**config.mk**
```make
export PLATFORM = sky130hd
export DESIGN_NAME = spi_sampled_slave
export DESIGN_NICKNAME = d
export VERILOG_FILES = /design/src/rtl/spi_slave_pkg.sv /design/src/rtl/spi_slave_sync.sv /design/src/rtl/spi_slave_shifter.sv /design/src/rtl/spi_slave_flags.sv /design/src/rtl/spi_sampled_slave.sv
export SDC_FILE = /design/constraint.sdc
export NUM_CORES = 1
export LEC_CHECK = 0
export ABC_AREA = 1
export BUFFER_PORTS_ARGS = -buffer_cell sky130_fd_sc_hd__buf_2
export CAP_MARGIN = 20
export CORE_ASPECT_RATIO = 0.7
export CORE_MARGIN = 2
export CORE_UTILIZATION = 52
export DETAILED_ROUTE_END_ITERATION = 6
export HOLD_SLACK_MARGIN = 0.02
export PLACE_DENSITY = 0.78
export SKIP_LAST_GASP = 1
export SLEW_MARGIN = 5
export SYNTH_ARGS = -nofsm -noshare
export SYNTH_HDL_FRONTEND = slang
export SYNTH_SLANG_ARGS = --single-unit
```
**constraint.sdc**
```tcl
create_clock -name clk -period 1.6 [get_ports clk]
set_clock_uncertainty 0.15 [all_clocks]
set_input_delay 0.08 -clock clk [delete_from_list [all_inputs] [get_ports clk]]
set_output_delay 0.08 -clock clk [all_outputs]
set_load 0.02 [all_outputs]
```
**src/rtl/spi_slave_pkg.sv**
```systemverilog
package spi_slave_pkg;

    // Data phase selection: which serial clock edge samples the input line
    typedef enum logic {
        PH_LEAD  = 1'b0,
        PH_TRAIL = 1'b1
    } spi_phase_e;

    // Per-cycle serial events produced by the synchroniser stage
    typedef struct packed {
        logic sel;      // slave selected and engine enabled
        logic sample;   // sampling edge seen this cycle
        logic shift;    // output-change edge seen this cycle
        logic mosi;     // synchronised serial input level
    } spi_evt_t;

endpackage

```
**src/rtl/spi_slave_sync.sv**
```systemverilog
module spi_slave_sync
    import spi_slave_pkg::*;
#(
    parameter int STAGES = 2
) (
    input  logic     clk,
    input  logic     rst_n,
    input  logic     sck_i,
    input  logic     ssel_n_i,
    input  logic     mosi_i,
    input  logic     cpol_i,
    input  logic     cpha_i,
    input  logic     master_en_i,
    output spi_evt_t evt_o
);

    typedef struct packed {
        logic [STAGES-1:0] sck;
        logic [STAGES-1:0] ssn;
        logic [STAGES-1:0] mosi;
        logic              sck_prev;
    } sync_st_t;

    localparam sync_st_t RST_VAL = '{
        sck:      '0,
        ssn:      '1,
        mosi:     '0,
        sck_prev: 1'b0
    };

    sync_st_t st_q, st_d;
    logic     sck_s, edge_s, lead_s, trail_s, sel_s;

    always_comb begin
        st_d          = st_q;
        st_d.sck      = {st_q.sck[STAGES-2:0], sck_i};
        st_d.ssn      = {st_q.ssn[STAGES-2:0], ssel_n_i};
        st_d.mosi     = {st_q.mosi[STAGES-2:0], mosi_i};
        sck_s         = st_q.sck[STAGES-1];
        st_d.sck_prev = sck_s;

        sel_s   = !st_q.ssn[STAGES-1] && !master_en_i;
        edge_s  = sck_s ^ st_q.sck_prev;
        lead_s  = edge_s && (sck_s != cpol_i);
        trail_s = edge_s && (sck_s == cpol_i);

        evt_o.sel    = sel_s;
        evt_o.mosi   = st_q.mosi[STAGES-1];
        if (spi_phase_e'(cpha_i) == PH_TRAIL) begin
            evt_o.sample = sel_s && trail_s;
            evt_o.shift  = sel_s && lead_s;
        end else begin
            evt_o.sample = sel_s && lead_s;
            evt_o.shift  = sel_s && trail_s;
        end
    end

    always_ff @(posedge clk or negedge rst_n) begin
        if (!rst_n) st_q <= RST_VAL;
        else        st_q <= st_d;
    end

    AST_EDGE_KIND_EXCLUSIVE: assert property (@(posedge clk) disable iff (!rst_n)
        !(evt_o.sample && evt_o.shift));

endmodule

```
**src/rtl/spi_slave_shifter.sv**
```systemverilog
module spi_slave_shifter
    import spi_slave_pkg::*;
#(
    parameter int W = 8
) (
    input  logic         clk,
    input  logic         rst_n,
    input  spi_evt_t     evt_i,
    input  logic         cpha_i,
    input  logic         wr_en_i,
    input  logic [W-1:0] wr_data_i,
    output logic         miso_o,
    output logic         busy_o,
    output logic         collide_o,
    output logic         last_o,
    output logic [W-1:0] rx_word_o
);

    localparam int           CW   = (W > 2) ? $clog2(W) : 1;
    localparam logic [CW-1:0] LAST = CW'(W - 1);

    typedef struct packed {
        logic [W-1:0]  sr;
        logic [CW-1:0] cnt;
        logic          busy;
        logic          last;
        logic          miso;
    } shf_st_t;

    shf_st_t st_q, st_d;
    logic    collide_d;

    always_comb begin
        st_d      = st_q;
        st_d.last = 1'b0;
        collide_d = 1'b0;

        if (!evt_i.sel) begin
            st_d.cnt  = '0;
            st_d.busy = 1'b0;
            if (wr_en_i) st_d.sr = wr_data_i;
            st_d.miso = st_d.sr[W-1];
        end else begin
            if (st_q.last) st_d.busy = 1'b0;

            if (wr_en_i) begin
                if (st_q.busy) collide_d = 1'b1;
                else           st_d.sr   = wr_data_i;
            end

            if (evt_i.shift) begin
                st_d.miso = st_q.sr[W-1];
                if (spi_phase_e'(cpha_i) == PH_TRAIL) st_d.busy = 1'b1;
            end

            if (evt_i.sample) begin
                st_d.busy = 1'b1;
                st_d.sr   = {st_q.sr[W-2:0], evt_i.mosi};
                if (st_q.cnt == LAST) begin
                    st_d.cnt  = '0;
                    st_d.last = 1'b1;
                end else begin
                    st_d.cnt  = st_q.cnt + 1'b1;
                end
            end

            // leading-edge phase: first bit follows the register until the character starts
            if (spi_phase_e'(cpha_i) == PH_LEAD && !st_q.busy && !evt_i.sample)
                st_d.miso = st_d.sr[W-1];
        end
    end

    always_ff @(posedge clk or negedge rst_n) begin
        if (!rst_n) st_q <= '0;
        else        st_q <= st_d;
    end

    assign miso_o    = st_q.miso;
    assign busy_o    = st_q.busy;
    assign collide_o = collide_d;
    assign last_o    = st_q.last;
    assign rx_word_o = st_q.sr;

    AST_DESELECT_IDLE: assert property (@(posedge clk) disable iff (!rst_n)
        !evt_i.sel |=> (!st_q.busy && st_q.cnt == '0));
    AST_LAST_ENDS_BUSY: assert property (@(posedge clk) disable iff (!rst_n)
        st_q.last |=> !st_q.busy);

endmodule

```
**src/rtl/spi_slave_flags.sv**
```systemverilog
module spi_slave_flags #(
    parameter int W = 8
) (
    input  logic         clk,
    input  logic         rst_n,
    input  logic         last_i,
    input  logic [W-1:0] rx_word_i,
    input  logic         collide_i,
    input  logic         rd_en_i,
    input  logic         clr_done_i,
    input  logic         clr_wcol_i,
    input  logic         clr_ovr_i,
    input  logic         irq_en_i,
    output logic [W-1:0] rd_data_o,
    output logic         done_o,
    output logic         wcol_o,
    output logic         ovr_o,
    output logic         irq_o
);

    typedef struct packed {
        logic [W-1:0] rxbuf;
        logic         full;
        logic         done;
        logic         wcol;
        logic         ovr;
    } flg_st_t;

    flg_st_t st_q, st_d;

    always_comb begin
        st_d = st_q;
        if (rd_en_i)    st_d.full = 1'b0;
        if (clr_done_i) st_d.done = 1'b0;
        if (clr_wcol_i) st_d.wcol = 1'b0;
        if (clr_ovr_i)  st_d.ovr  = 1'b0;

        if (last_i) begin
            st_d.rxbuf = rx_word_i;
            if (st_q.full && !rd_en_i) st_d.ovr = 1'b1;
            st_d.full = 1'b1;
            st_d.done = 1'b1;
        end
        if (collide_i) st_d.wcol = 1'b1;
    end

    always_ff @(posedge clk or negedge rst_n) begin
        if (!rst_n) st_q <= '0;
        else        st_q <= st_d;
    end

    assign rd_data_o = st_q.rxbuf;
    assign done_o    = st_q.done;
    assign wcol_o    = st_q.wcol;
    assign ovr_o     = st_q.ovr;
    assign irq_o     = irq_en_i && (st_q.done || st_q.wcol || st_q.ovr);

    AST_WCOL_STICKY: assert property (@(posedge clk) disable iff (!rst_n)
        (st_q.wcol && !clr_wcol_i) |=> st_q.wcol);
    AST_OVR_STICKY: assert property (@(posedge clk) disable iff (!rst_n)
        (st_q.ovr && !clr_ovr_i) |=> st_q.ovr);
    AST_OVR_NEEDS_UNREAD: assert property (@(posedge clk) disable iff (!rst_n)
        $rose(st_q.ovr) |-> $past(st_q.full));

endmodule

```
**src/rtl/spi_sampled_slave.sv**
```systemverilog
module spi_sampled_slave
    import spi_slave_pkg::*;
#(
    parameter int DATA_W      = 8,
    parameter int SYNC_STAGES = 2
) (
    input  logic              clk,
    input  logic              rst_n,
    input  logic              master_en_i,
    input  logic              cpol_i,
    input  logic              cpha_i,
    input  logic              irq_en_i,
    input  logic              sck_i,
    input  logic              ssel_n_i,
    input  logic              mosi_i,
    output logic              miso_o,
    output logic              miso_oe_o,
    input  logic              wr_en_i,
    input  logic [DATA_W-1:0] wr_data_i,
    input  logic              rd_en_i,
    output logic [DATA_W-1:0] rd_data_o,
    input  logic              clr_done_i,
    input  logic              clr_wcol_i,
    input  logic              clr_ovr_i,
    output logic              busy_o,
    output logic              done_o,
    output logic              wcol_o,
    output logic              ovr_o,
    output logic              irq_o
);

    spi_evt_t          evt;
    logic              collide, last;
    logic [DATA_W-1:0] rx_word;

    spi_slave_sync #(.STAGES(SYNC_STAGES)) i_sync (
        .clk         (clk),
        .rst_n       (rst_n),
        .sck_i       (sck_i),
        .ssel_n_i    (ssel_n_i),
        .mosi_i      (mosi_i),
        .cpol_i      (cpol_i),
        .cpha_i      (cpha_i),
        .master_en_i (master_en_i),
        .evt_o       (evt)
    );

    spi_slave_shifter #(.W(DATA_W)) i_shifter (
        .clk       (clk),
        .rst_n     (rst_n),
        .evt_i     (evt),
        .cpha_i    (cpha_i),
        .wr_en_i   (wr_en_i),
        .wr_data_i (wr_data_i),
        .miso_o    (miso_o),
        .busy_o    (busy_o),
        .collide_o (collide),
        .last_o    (last),
        .rx_word_o (rx_word)
    );

    spi_slave_flags #(.W(DATA_W)) i_flags (
        .clk        (clk),
        .rst_n      (rst_n),
        .last_i     (last),
        .rx_word_i  (rx_word),
        .collide_i  (collide),
        .rd_en_i    (rd_en_i),
        .clr_done_i (clr_done_i),
        .clr_wcol_i (clr_wcol_i),
        .clr_ovr_i  (clr_ovr_i),
        .irq_en_i   (irq_en_i),
        .rd_data_o  (rd_data_o),
        .done_o     (done_o),
        .wcol_o     (wcol_o),
        .ovr_o      (ovr_o),
        .irq_o      (irq_o)
    );

    assign miso_oe_o = evt.sel;

    AST_DONE_WITH_IDLE: assert property (@(posedge clk) disable iff (!rst_n)
        $rose(done_o) |-> !busy_o);
    AST_MASTER_QUIET: assert property (@(posedge clk) disable iff (!rst_n)
        master_en_i |=> !busy_o);
    AST_WCOL_CAUSE: assert property (@(posedge clk) disable iff (!rst_n)
        $rose(wcol_o) |-> $past(busy_o && wr_en_i));

endmodule

```
Yosys cells after proc, flatten, opt, wreduce, memory -nomap -nowiden
Index checks and enable logic that the tools add are counted.
{"block": "totals", "word_cells": 72, "output_inout_bits": 15, "in_bits": 22, "register_bits": 33}
{"block": "op_classes", "reduce_logical": 22, "eq_ne": 6, "n_mux": 26, "bitwise_logic": 2, "addsub": 1}
{"operator": "two-way mux 8 bit", "count": 3}
{"operator": "two-way mux 1 bit", "count": 18}
{"operator": "two-way mux 13 bit", "count": 1}
{"operator": "two-way mux 12 bit", "count": 1}
{"operator": "nonzero test 2 bit", "count": 5}
{"operator": "logical AND 1 bit", "count": 9}
{"operator": "zero test 1 bit", "count": 5}
{"operator": "two-way mux 2 bit", "count": 2}
{"operator": "adder 3 x 1 -> 3 bit (second input constant)", "count": 1}
{"operator": "== test 3 bit (second input constant)", "count": 1}
{"operator": "two-way mux 3 bit", "count": 1}
{"operator": "inequality test 3 x 1 -> 1 bit (second input constant)", "count": 1}
{"operator": "inequality test 3 x 2 -> 1 bit (second input constant)", "count": 1}
{"operator": "AND reduction 3 bit", "count": 1}
{"operator": "logical OR 1 bit", "count": 2}
{"operator": "inequality test 2 x 1 -> 1 bit (second input constant)", "count": 1}
{"operator": "== test 1 bit", "count": 1}
{"operator": "inequality test 1 bit", "count": 1}
{"operator": "inverter 1 bit", "count": 1}
{"operator": "XOR 1 bit", "count": 1}

Logic depth before layout (Yosys ltp)
Gate-level depths: netlist (run 1).
{"block": "depth", "word_depth": 8, "depth_mapped": 11, "depth_no_buf": 11}

By module
Synthesis (run 1) repeated with hierarchy kept, for this count alone.
{"block": "hier_totals", "hier_cells": 184, "area_unflattened_um2": 1605.3}
{"mod": "spi_slave_shifter", "seq_area_each_um2": 350.3, "area_per_inst_um2": 797.0, "cells_each": 102, "instances": 1}
{"mod": "spi_slave_flags", "seq_area_each_um2": 300.3, "area_per_inst_um2": 543.0, "cells_each": 59, "instances": 1}
{"mod": "spi_slave_sync", "seq_area_each_um2": 177.7, "area_per_inst_um2": 265.3, "cells_each": 23, "instances": 1}

Worst setup path before layout (run 1)
OpenSTA, ideal clock, no wires.
{"block": "synth_timing", "path_kind": "register to register", "startpoint": "register i_sync.st_q[4] (netlist name)", "endpoint": "register i_shifter.st_q, in the netlist i_shifter.rx_word_o[0]", "t_required_ns": 1.326, "stages_incl_launch_ff": 10, "n_path_buf": 1, "arrival_time_ns": 1.235, "setup_slack_ns": 0.091, "setup_time_ns": 0.124, "period_less_slack_ns": 1.509, "cell_sequence": "dfstp_2 > nor2_8 > nand2_2 > nor2_4 > nand3_2 > nand2_2 > buf_6 > nor2_4 > nand2_1 > nand3_1"}
{"block": "synth_via", "elab_chain_cells": 6, "elab_cells_between_ends": 11, "classes_between": "eq/ne: 1; mux: 3; reduce/logical: 7"}
{"element": "start: declaration", "line": "spi_slave_sync.sv:31", "text": "sync_st_t st_q, st_d;"}
{"element": "start signal: assignment", "line": "spi_slave_sync.sv:60", "text": "else st_q <= st_d;"}
{"element": "zero test 1 bit (*)", "line": "spi_slave_sync.sv:42", "text": "sel_s = !st_q.ssn[STAGES-1] && !master_en_i;"}
{"element": "logical AND 1 bit (*)", "line": "spi_slave_sync.sv:42"}
{"element": "net miso_oe_o", "line": "spi_sampled_slave.sv:17", "text": "output logic miso_oe_o,"}
{"element": "logical AND 1 bit (on tied branches)", "line": "spi_slave_sync.sv:53, spi_slave_sync.sv:50"}
{"element": "two-way mux 2 bit", "line": "spi_slave_sync.sv:49", "text": "if (spi_phase_e'(cpha_i) == PH_TRAIL) begin"}
{"element": "inequality test 3 x 2 -> 1 bit (no source line), or another cell as far along"}
{"element": "AND reduction 3 bit (no source line) / two-way mux 12 bit (equally long branches)"}
{"element": "end signal: assignment", "line": "spi_slave_shifter.sv:75", "text": "else st_q <= st_d;"}
{"element": "end: declaration", "line": "spi_slave_shifter.sv:30", "text": "shf_st_t st_q, st_d;"}
The timed path passes the listed nets; every way through them passes the cells marked *. The select of a mux whose other input is x is not followed.
A chain may end at the register's enable or synchronous reset.

Worst setup path in the final report (run 1)
{"block": "layout_timing", "startpoint": "register i_sync.st_q, in the netlist i_sync.sck_s", "endpoint": "register i_shifter.st_q, in the netlist i_shifter.miso_o"}
{"block": "layout_via", "elab_chain_cells": 8, "elab_cells_between_ends": 14, "classes_between": "eq/ne: 3; mux: 4; bitwise: 1; reduce/logical: 6"}
{"element": "XOR 1 bit, or another cell as far along", "line": "spi_slave_sync.sv:43", "text": "edge_s = sck_s ^ st_q.sck_prev;"}
{"element": "logical AND 1 bit (on tied branches)", "line": "spi_slave_sync.sv:44, spi_slave_sync.sv:45"}
{"element": "logical AND 1 bit (on tied branches)"}
{"element": "two-way mux 2 bit (*)", "line": "spi_slave_sync.sv:49"}
{"element": "zero test 1 bit", "line": "spi_slave_shifter.sv:68", "text": "if (spi_phase_e'(cpha_i) == PH_LEAD && !st_q.busy && !evt_i.sample)"}
{"element": "logical AND 1 bit", "line": "spi_slave_shifter.sv:68"}
{"element": "two-way mux 1 bit", "line": "spi_slave_shifter.sv:68"}
{"element": "two-way mux 1 bit", "line": "spi_slave_shifter.sv:38", "text": "if (!evt_i.sel) begin"}
Mark *: on every way between the ends. The rest lies on a longest branch, timed or not. The select of a mux whose other input is x is not followed.

==> flow_metrics.py, run 1 <==
metrics = {
    "status": {
        "outcome": "complete, but fails checks",
        "failed_checks": "negative setup slack",
    },
    "sta": {
        "rsz0062_at_grt": "yes",
        "tightest_slew_ps": 699,
        "finalMaxSlewViolations": 0,
        "holdWs_ps": 12.7,
        "maxSlewHeadroom_pct": 53.4,
        "period_share_pct": 103,
        "layout_min_cycle_time_ps": 1650,
        "final_hold_viol_count": 0,
        "tns_ps": -282,
        "max_clock_freq_ghz": 0.607,
        "finalSetupViolations": 8,
        "setup_ws_ps": -46.7,
    },
    "critical_path": {
        "r2r_slack_ps": -50,
        "r2r_cells": 9,
        "cp.depth": 9,
        "path_buf_inv": 1,
        "regToRegStartpoint": "i_sync.sck_s$_DFF_PN0_",
        "slowest_stage": "dfrtp_2",
        "cp.arrival_ps": 1660,
        "crit_path_max_fanout": 5,
        "worstPathRequired_ps": 1620,
        "reg2reg_to": "i_shifter.miso_o$_DFFE_PN0P_",
        "cp-start-kind": "flip-flop",
        "cp_slowest_stage_delay_ps": 460,
        "critPathKind": "flip-flop to flip-flop",
        "cp_cell_sequence": "nand2_1 > nand2_4 > buf_4 > nand2_1 > nand3_2 > nand3_2 > nand3_1 > nor2_1 > nor2_1",
        "critPathCaptureType": "flip-flop",
        "path_delay_family": "simple AND/OR/NAND/NOR gates",
    },
    "yosys": {
        "synth_area_um2": 1520,
        "synth_area_leader_cell": "dfrtp_1",
        "syn_nets": 197,
        "yosysSeqAreaShare_pct": 54.5,
        "ys_ff_latch": 33,
        "synth_top_area_share_pct": 51.1,
        "yosysWarnings": 0,
        "synth_cells": 173,
        "ys_top_cells_by_area": "dfrtp_1, nand2_1, nand3_1, buf_4, inv_1",
        "avgSynthCellArea_um2": 8.78,
        "synth_cell_types": 22,
    },
    "route": {
        "viasPerCell": 5.20,
        "drt_iter0_markers": 124,
        "remaining_drc_errors": 0,
        "vias": 1394,
        "totalWireLength_um": 3630,
        "drt_pass1_iterations": 5,
        "antenna_left": 0,
        "wl_per_cell_um": 13.5,
    },
    "power": {
        "leakage_nw": 1.12,
        "p_total_w": 0.00196,
        "powerDensity_nw_per_um2": 941,
        "ir_drop_mv": 0.609,
    },
    "floorplanning": {
        "row_count": 16,
        "die_w_um": 68.6,
        "io_pins": 37,
        "start_util_pct": 54.6,
        "die_area_um2": 3380,
        "die_y_um": 49.2,
        "core_area_um2": 2780,
    },
    "final_layout": {
        "num-fill-cells": 180,
        "mostFrequentLayoutCell": "nand2_1",
        "area_growth_pct": 36.9,
        "regArea_um2": 830,
        "layout_common_cells": "nand2_1, buf_2, dfrtp_1, nand3_1, dlygate4sd3_1",
        "multi_input_area_um2": 583,
        "final_util_pct": 74.7,
        "drive_gt1_share_pct": 32.8,
        "antenna_cells": 0,
        "nets": 255,
    },
    "run": {
        "max_cap_violations": 0,
    },
    "grt": {
        "grt_pass1_wl_um": 5470,
        "grt_max_degree": 34,
        "grt_pass1_vias": 1308,
        "antenna_found_initial": 0,
        "grt_usage_pct": 22.1,
        "grtUsageMet2_pct": 36.2,
        "use_met3_pct": 5.77,
        "busiest_layer": "met2",
        "use_met1_pct": 27.8,
        "grt_overflow_total": 0,
    },
    "clocking": {
        "clockBufferDepth": 2,
        "cts_max_level": 2,
        "cts_num_sinks": 33,
        "root_buffer": "clkbuf_8",
        "cts_tree": "yes",
        "insertion_delay_ps": 280,
        "cts_buffers": 5,
        "clk_pin_slew_ps": 70,
    },
    "placement": {
        "io_buffers": 36,
        "globalplace.congestion": 0.884,
        "dp_hpwl_um": 2190,
    },
    "min_path": {
        "hold_class": "input pin to flip-flop",
        "holdCritStartpoint": "master_en_i",
        "whs_path_depth": 4,
        "min_to": "i_shifter.st_q[3]$_DFFE_PN0P_",
    },
}
synthesized netlist by cell type, drive strengths merged:
cell and number:
inv 18, buf 10, o21ai 7, o31ai 1
a31oi 1, o22ai 1, dfrtp 31, nand4 1
ha 2, dfstp 2, clkbuf 2, nor2 13
a21oi 2, nand3 25, nand2 57
flip-flops by register name (all words and copies together) (netlist names), 2 cells and up:
name                 flops
i_sync.st_d              3
i_shifter.st_q           3
i_flags.rd_data_o        8
i_sync.st_q              2
i_shifter.rx_word_o      8
worst reg2reg max path: cells and delay by family, from the launching register on:
kind / cells / cell delay (ps)
flops: 1 / 460
simple gates: 8 / 790
buf+inv: 1 / 140
worst max-delay path by stage:
stage / endpoint / startpoint
3_3_place_gp: i_shifter.miso_o$_DFFE_PN0P_ / i_sync.st_q[4]$_DFF_PN1_
2_1_floorplan: i_shifter.rx_word_o[0]$_DFFE_PN0P_ / i_sync.st_q[4]$_DFF_PN1_
5_1_grt: i_shifter.rx_word_o[6]$_DFFE_PN0P_ / i_sync.st_q[4]$_DFF_PN1_
3_5_place_dp: i_shifter.st_q[3]$_DFFE_PN0P_ / i_sync.sck_s$_DFF_PN0_
4_1_cts: i_shifter.miso_o$_DFFE_PN0P_ / i_sync.sck_s$_DFF_PN0_
6_report: i_shifter.miso_o$_DFFE_PN0P_ / i_sync.sck_s$_DFF_PN0_
timing repair:
item | 4_1_cts | 5_1_grt
hold buffers | 16 | 0
buffers inserted | 3 | 6
hold endpoints to repair | 48 | 0
pin swaps | 2 | 21
resized for setup | 3 | 12
endpoints found under the setup margin | 11 | 12
layer usage:
| layer | part of all wire [%] | vias up |
|---|---|---|
| li1 | - | 657 |
| met1 | 39 | 662 |
| met2 | 52 | 68 |
| met3 | 7.7 | 7 |
| met4 | 1.3 | 0 |
| met5 | 0 | - |
final cells by class:
class	instances	area share (%)
sequential	33	39.9
multi-input combinational	110	28.0
timing repair buffer	63	20.9
clock buffer	7	4.15
inverter	18	3.37
tap	36	2.17
clock inverter	1	1.44
stage by stage:
step / setup slack (ps) / cells / instance area [um2]
after floorplan: 91.0 / 173 / 1520
final: -46.7 / 268 / 2080
after CTS: -9.73 / 262 / 1980
after global routing: -156 / 268 / 2080
after global placement: 69.0 / 235 / 1670
after detailed placement: -51.7 / 235 / 1670
logic make-up after synthesis:
family,Yosys count,synth area share [%]
and+or+nand+nor,96,29.2
buffers and inverters,30,10.4
DFF,33,54.5
AOI/OAI and AO/OA,12,4.28
adders and majority gates,2,1.65
where the power goes:
part / switching [W] / internal, W
Clock: 0.000281 / 0.000507
Sequential: 0.0000376 / 0.000881
Combinational: 0.000135 / 0.000114
Note: power is estimated with default switching activity, not from simulation.
==> run 2: changes to the inputs <==
- GPL_TIMING_DRIVEN: unset -> 0
- TNS_END_PERCENT: unset -> 30
==> run 2 against run 1 <==
The run still ends with negative setup slack left. Largest power group unchanged. Flip-flop and latch count unchanged. Sequential share of layout area down 0.54 points. Largest cell class unchanged. Global-route usage down 0.85 points. Critical path depth up 1. Wire length down 9.9%. First-iteration DRC count down 41%.
==> flow_metrics.py, run 2 (synthesized netlist as in run 1, its figures left out) <==
metrics = {
    "status": {
        "outcome": "complete, but fails checks",
        "failed_checks": "negative setup slack",
    },
    "critical_path": {
        "cp.arrival_ps": 1680,
        "reg2reg_to": "i_shifter.st_q[4]$_DFFE_PN0P_",
        "path_buf_inv": 3,
        "crit_path_max_fanout": 6,
        "cp_slowest_stage_delay_ps": 580,
        "worstPathRequired_ps": 1620,
        "critPathCaptureType": "flip-flop",
        "regToRegStartpoint": "i_sync.st_q[4]$_DFF_PN1_",
        "r2r_slack_ps": -60,
        "critPathKind": "flip-flop to flip-flop",
        "cp_cell_sequence": "nor2_8 > nand2_4 > nor2_4 > nand3_2 > nand2_2 > buf_6 > buf_4 > buf_4 > nand2_1 > nand2_1",
        "cp-start-kind": "flip-flop",
        "r2r_cells": 10,
        "path_delay_family": "flip-flops",
        "slowest_stage": "dfstp_2",
    },
    "min_path": {
        "holdCritStartpoint": "master_en_i",
        "whs_path_depth": 4,
        "min_to": "i_shifter.rx_word_o[7]$_DFF_PN0_",
        "hold_class": "input pin to flip-flop",
    },
    "sta": {
        "finalSetupViolations": 5,
        "setup_ws_ps": -58.3,
        "rsz0062_at_grt": "yes",
        "tightest_slew_ps": 698,
        "finalMaxSlewViolations": 0,
        "period_share_pct": 104,
        "layout_min_cycle_time_ps": 1660,
        "maxSlewHeadroom_pct": 53.4,
        "max_clock_freq_ghz": 0.603,
        "final_hold_viol_count": 0,
    },
    "run": {
        "max_cap_violations": 0,
    },
    "clocking": {
        "cts_buffers": 5,
        "clockBufferDepth": 2,
        "cts_tree": "yes",
        "root_buffer": "clkbuf_8",
        "insertion_delay_ps": 280,
        "clk_pin_slew_ps": 60,
        "cts_max_level": 2,
        "cts_num_sinks": 33,
    },
    "route": {
        "remaining_drc_errors": 0,
        "antenna_left": 0,
        "totalWireLength_um": 3270,
        "wl_per_cell_um": 11.7,
        "drt_pass1_iterations": 5,
        "drt_iter0_markers": 73,
        "vias": 1381,
        "viasPerCell": 4.97,
    },
    "placement": {
        "globalplace.congestion": 0.785,
        "io_buffers": 36,
        "dp_hpwl_um": 2120,
        "postPlaceCellArea_um2": 1740,
    },
    "floorplanning": {
        "start_util_pct": 54.6,
        "die_y_um": 49.2,
        "io_pins": 37,
        "row_count": 16,
        "die_area_um2": 3380,
        "core_area_um2": 2780,
        "die_w_um": 68.6,
    },
    "final_layout": {
        "area_growth_pct": 38.8,
        "mostFrequentLayoutCell": "nand2_1",
        "num-fill-cells": 180,
        "antenna_cells": 0,
        "multi_input_area_um2": 548,
        "nets": 265,
        "regArea_um2": 830,
        "layout_common_cells": "nand2_1, buf_2, dfrtp_1, nand3_1, dlygate4sd3_1",
        "final_util_pct": 75.8,
        "final_cell_area_um2": 2110,
        "drive_gt1_share_pct": 32.2,
    },
    "power": {
        "pwr-share-clk_pct": 40.8,
        "ir_drop_mv": 0.842,
        "powerDensity_nw_per_um2": 919,
        "leakage_nw": 1.16,
        "power_switching_w": 0.000442,
        "seqPwrFrac_pct": 47.2,
        "swShare_pct": 22.8,
        "power.internal_w": 0.00150,
        "comb_power_share_pct": 12.0,
    },
    "grt": {
        "grt_usage_pct": 21.2,
        "grt_max_degree": 34,
        "grt_pass1_wl_um": 5220,
        "antenna_found_initial": 0,
        "grt_pass1_vias": 1229,
        "grt_overflow_total": 0,
    },
}
[run 2: area by class of cell]
type                       instances  share of cell area (%)
sequential                        33                    39.3
inverter                          18                    3.20
multi-input combinational        110                    26.0
clock buffer                       7                    4.09
timing repair buffer              61                    19.5
buffer                            12                    4.33
clock inverter                     1                    1.42
tap                               36                    2.14
[run 2: what timing repair did]
action                                 CTS  global route
gates cloned                             0             0
endpoints found under the hold margin   47             1
resized for setup                        1             6
pin swaps                                1             8
hold buffers                            16             1
setup buffers                            3             5
setup endpoints to repair                7            21
[run 2: worst max-delay path by stage]
| stage | startpoint | end | depth (start not counted) |
|---|---|---|---|
| floorplan | i_sync.st_q[4]$_DFF_PN1_ | i_shifter.rx_word_o[0]$_DFFE_PN0P_ | 9 |
| global placement | i_sync.st_q[4]$_DFF_PN1_ | i_shifter.rx_word_o[1]$_DFFE_PN0P_ | 7 |
| detailed placement | i_sync.st_q[4]$_DFF_PN1_ | i_shifter.rx_word_o[5]$_DFFE_PN0P_ | 9 |
| CTS | i_sync.st_q[4]$_DFF_PN1_ | i_shifter.rx_word_o[5]$_DFFE_PN0P_ | 9 |
| global route | i_sync.st_q[4]$_DFF_PN1_ | i_shifter.rx_word_o[4]$_DFFE_PN0P_ | 9 |
| finish | i_sync.st_q[4]$_DFF_PN1_ | i_shifter.st_q[4]$_DFFE_PN0P_ | 10 |
[run 2: power groups by stage]
stage	clock network (W)	registers (W)	logic, W
floorplan	0	0.000929	0.000100
global placement	0	0.000925	0.000173
detailed placement	0	0.000927	0.000180
CTS	0.000812	0.000912	0.000217
global route	0.000837	0.000920	0.000259
finish	0.000791	0.000914	0.000233
[run 2: routing by layer]
layer  GRT usage [%]  part of all wire, %  vias to the layer above
met1            25.7                   44                      644
met5               0                    0                        -
li1                -                    -                      675
met4            10.7                  3.0                        0
met3            5.31                  5.5                       12
met2            34.5                   48                       50
[run 2: tightest hold or removal path: cells and delay by family]
kind            cells  cell delay (ps)
simple gates        1               60
compound gates      1               80
buf+inv             2              190
[run 2: through the flow]
stage	TNS, ps	instances	total power [W]	setup WS (ps)	hold WS, ps
finish	-173	278	0.00194	-58.3	30.2
global route	-848	278	0.00202	-139	47.2
CTS	-3.44	272	0.00194	-3.44	-36.8
detailed placement	-31.1	245	0.00111	-15.5	26.3
global placement	0	245	0.00110	25.4	17.0
floorplan	0	173	0.00103	91.0	-366
==> run 3: changes to the inputs <==
- RECOVER_POWER: unset -> 50
==> run 3 against run 2 <==
The run still ends with negative setup slack left. Global-route usage stayed put. Combinational power hardly changed. Die area stayed put. Final area is 0.30% lower. Fmax is 0.26% lower. Critical path depth stayed put. Via count is 0.43% higher. Wire length is 0.67% higher. Non-clock buffer count stayed put. Critical path type unchanged. Largest cell class unchanged.
==> flow_metrics.py, run 3 (synthesized netlist as in run 1, its figures left out) <==
metrics = {
    "final_layout": {
        "nets": 265,
        "mostFrequentLayoutCell": "nand2_1",
        "final_cells": 278,
        "antenna_cells": 0,
        "layout_common_cells": "nand2_1, dfrtp_1, buf_2, nand3_1, dlygate4sd3_1",
        "area_growth_pct": 38.4,
        "drive_gt1_share_pct": 30.2,
        "final_cell_area_um2": 2100,
    },
    "critical_path": {
        "critPathCaptureType": "flip-flop",
        "worstPathRequired_ps": 1620,
        "crit_path_max_fanout": 6,
        "cp_cell_sequence": "nor2_8 > nand2_4 > nor2_4 > nand3_2 > nand2_2 > buf_6 > buf_4 > buf_4 > nand2_1 > nand2_1",
        "regToRegStartpoint": "i_sync.st_q[4]$_DFF_PN1_",
        "cp-start-kind": "flip-flop",
        "r2r_slack_ps": -60,
        "slowest_stage": "dfstp_2",
        "r2r_cells": 10,
        "reg2reg_to": "i_shifter.st_q[4]$_DFFE_PN0P_",
        "critPathKind": "flip-flop to flip-flop",
        "cp_slowest_stage_delay_ps": 580,
        "cp.arrival_ps": 1690,
    },
    "floorplanning": {
        "row_count": 16,
        "start_util_pct": 54.6,
        "die_y_um": 49.2,
        "die_area_um2": 3380,
        "die_w_um": 68.6,
        "io_pins": 37,
        "core_area_um2": 2780,
    },
    "clocking": {
        "clk_pin_slew_ps": 60,
        "clockBufferDepth": 2,
        "cts_buffers": 5,
        "cts_tree": "yes",
        "cts_max_level": 2,
        "root_buffer": "clkbuf_8",
        "cts_num_sinks": 33,
        "insertion_delay_ps": 280,
    },
    "sta": {
        "tns_ps": -193,
        "finalMaxSlewViolations": 0,
        "maxSlewHeadroom_pct": 48.2,
        "max_clock_freq_ghz": 0.601,
        "period_share_pct": 104,
        "rsz0062_at_grt": "yes",
        "finalSetupViolations": 5,
        "final_hold_viol_count": 0,
        "layout_min_cycle_time_ps": 1660,
        "tightest_slew_ps": 777,
        "setup_ws_ps": -62.5,
    },
    "run": {
        "max_cap_violations": 0,
    },
    "grt": {
        "grt_pass1_wl_um": 5220,
        "grt_max_degree": 34,
        "grt_usage_pct": 21.2,
        "antenna_found_initial": 0,
        "grt_overflow_total": 0,
        "grt_pass1_vias": 1229,
    },
    "route": {
        "drt_pass1_iterations": 4,
        "drt_iter0_markers": 73,
        "antenna_left": 0,
        "remaining_drc_errors": 0,
        "viasPerCell": 4.99,
        "vias": 1387,
        "totalWireLength_um": 3290,
        "wl_per_cell_um": 11.8,
    },
    "power": {
        "leakage_nw": 1.14,
        "p_total_w": 0.00194,
        "powerDensity_nw_per_um2": 921,
        "ir_drop_mv": 0.842,
    },
    "status": {
        "outcome": "complete, but fails checks",
        "failed_checks": "negative setup slack",
    },
    "placement": {
        "globalplace.congestion": 0.785,
        "postPlaceCellArea_um2": 1740,
        "dp_hpwl_um": 2120,
        "dp.cells": 245,
        "io_buffers": 36,
    },
    "min_path": {
        "hold_class": "input pin to flip-flop",
        "holdCritStartpoint": "master_en_i",
        "min_to": "i_shifter.rx_word_o[7]$_DFF_PN0_",
        "whs_path_depth": 4,
    },
}
run 3: critical path, delay by kind of cell (launching register included):
kind	cells	cell delay, ps
buffers and inverters	3	390
and+or+nand+nor	7	430
DFF	1	580
run 3: how the worst max path moves through the flow:
stage	start	endpoint	depth (start not counted)
2_1_floorplan	i_sync.st_q[4]$_DFF_PN1_	i_shifter.rx_word_o[0]$_DFFE_PN0P_	9
3_3_place_gp	i_sync.st_q[4]$_DFF_PN1_	i_shifter.rx_word_o[1]$_DFFE_PN0P_	7
3_5_place_dp	i_sync.st_q[4]$_DFF_PN1_	i_shifter.rx_word_o[5]$_DFFE_PN0P_	9
5_1_grt	i_sync.st_q[4]$_DFF_PN1_	i_shifter.rx_word_o[4]$_DFFE_PN0P_	9
6_report	i_sync.st_q[4]$_DFF_PN1_	i_shifter.st_q[4]$_DFFE_PN0P_	10
4_1_cts	i_sync.st_q[4]$_DFF_PN1_	i_shifter.rx_word_o[5]$_DFFE_PN0P_	9
run 3: what timing repair did:
action | 4_1_cts | 5_1_grt
buffers inserted | 3 | 5
pin swaps | 1 | 8
endpoints found under the setup margin | 7 | 21
endpoints found under the hold margin | 47 | 1
hold buffers | 16 | 1
resized for setup | 1 | 6
run 3: metal layers:
layer,vias to the layer above,track usage [%],part of all wire [%]
li1,676,-,-
met1,651,25.7,43
met2,52,34.5,48
met3,8,5.31,6.1
met4,0,10.7,2.4
met5,-,0,0
run 3: cell type report:
cell class / count / area [um2]
clock buffers: 7 / 86.3
well taps: 36 / 45.0
fillers: 179 / 681
inverters: 18 / 67.6
flip-flops and latches: 33 / 830
multi-input cells: 110 / 548
plain buffers: 12 / 91.3
clock inverters: 1 / 30.0
repair buffers: 61 / 404
run 3: power by group:
| group | switching [W] | total [W] | internal, W |
|---|---|---|---|
| Clock | 0.000284 | 0.000791 | 0.000507 |
| Combinational | 0.000126 | 0.000231 | 0.000105 |
| Sequential | 0.0000331 | 0.000914 | 0.000881 |
run 3: per-stage QoR:
step	utilization [%]	worst slack, ps	hold WS, ps
final	75.5	-62.5	30.1
after floorplan	-	91.0	-366
after detailed placement	62.7	-15.5	26.3
after global routing	75.5	-139	47.2
after global placement	62.7	25.4	17.0
after CTS	73.6	-3.44	-36.8
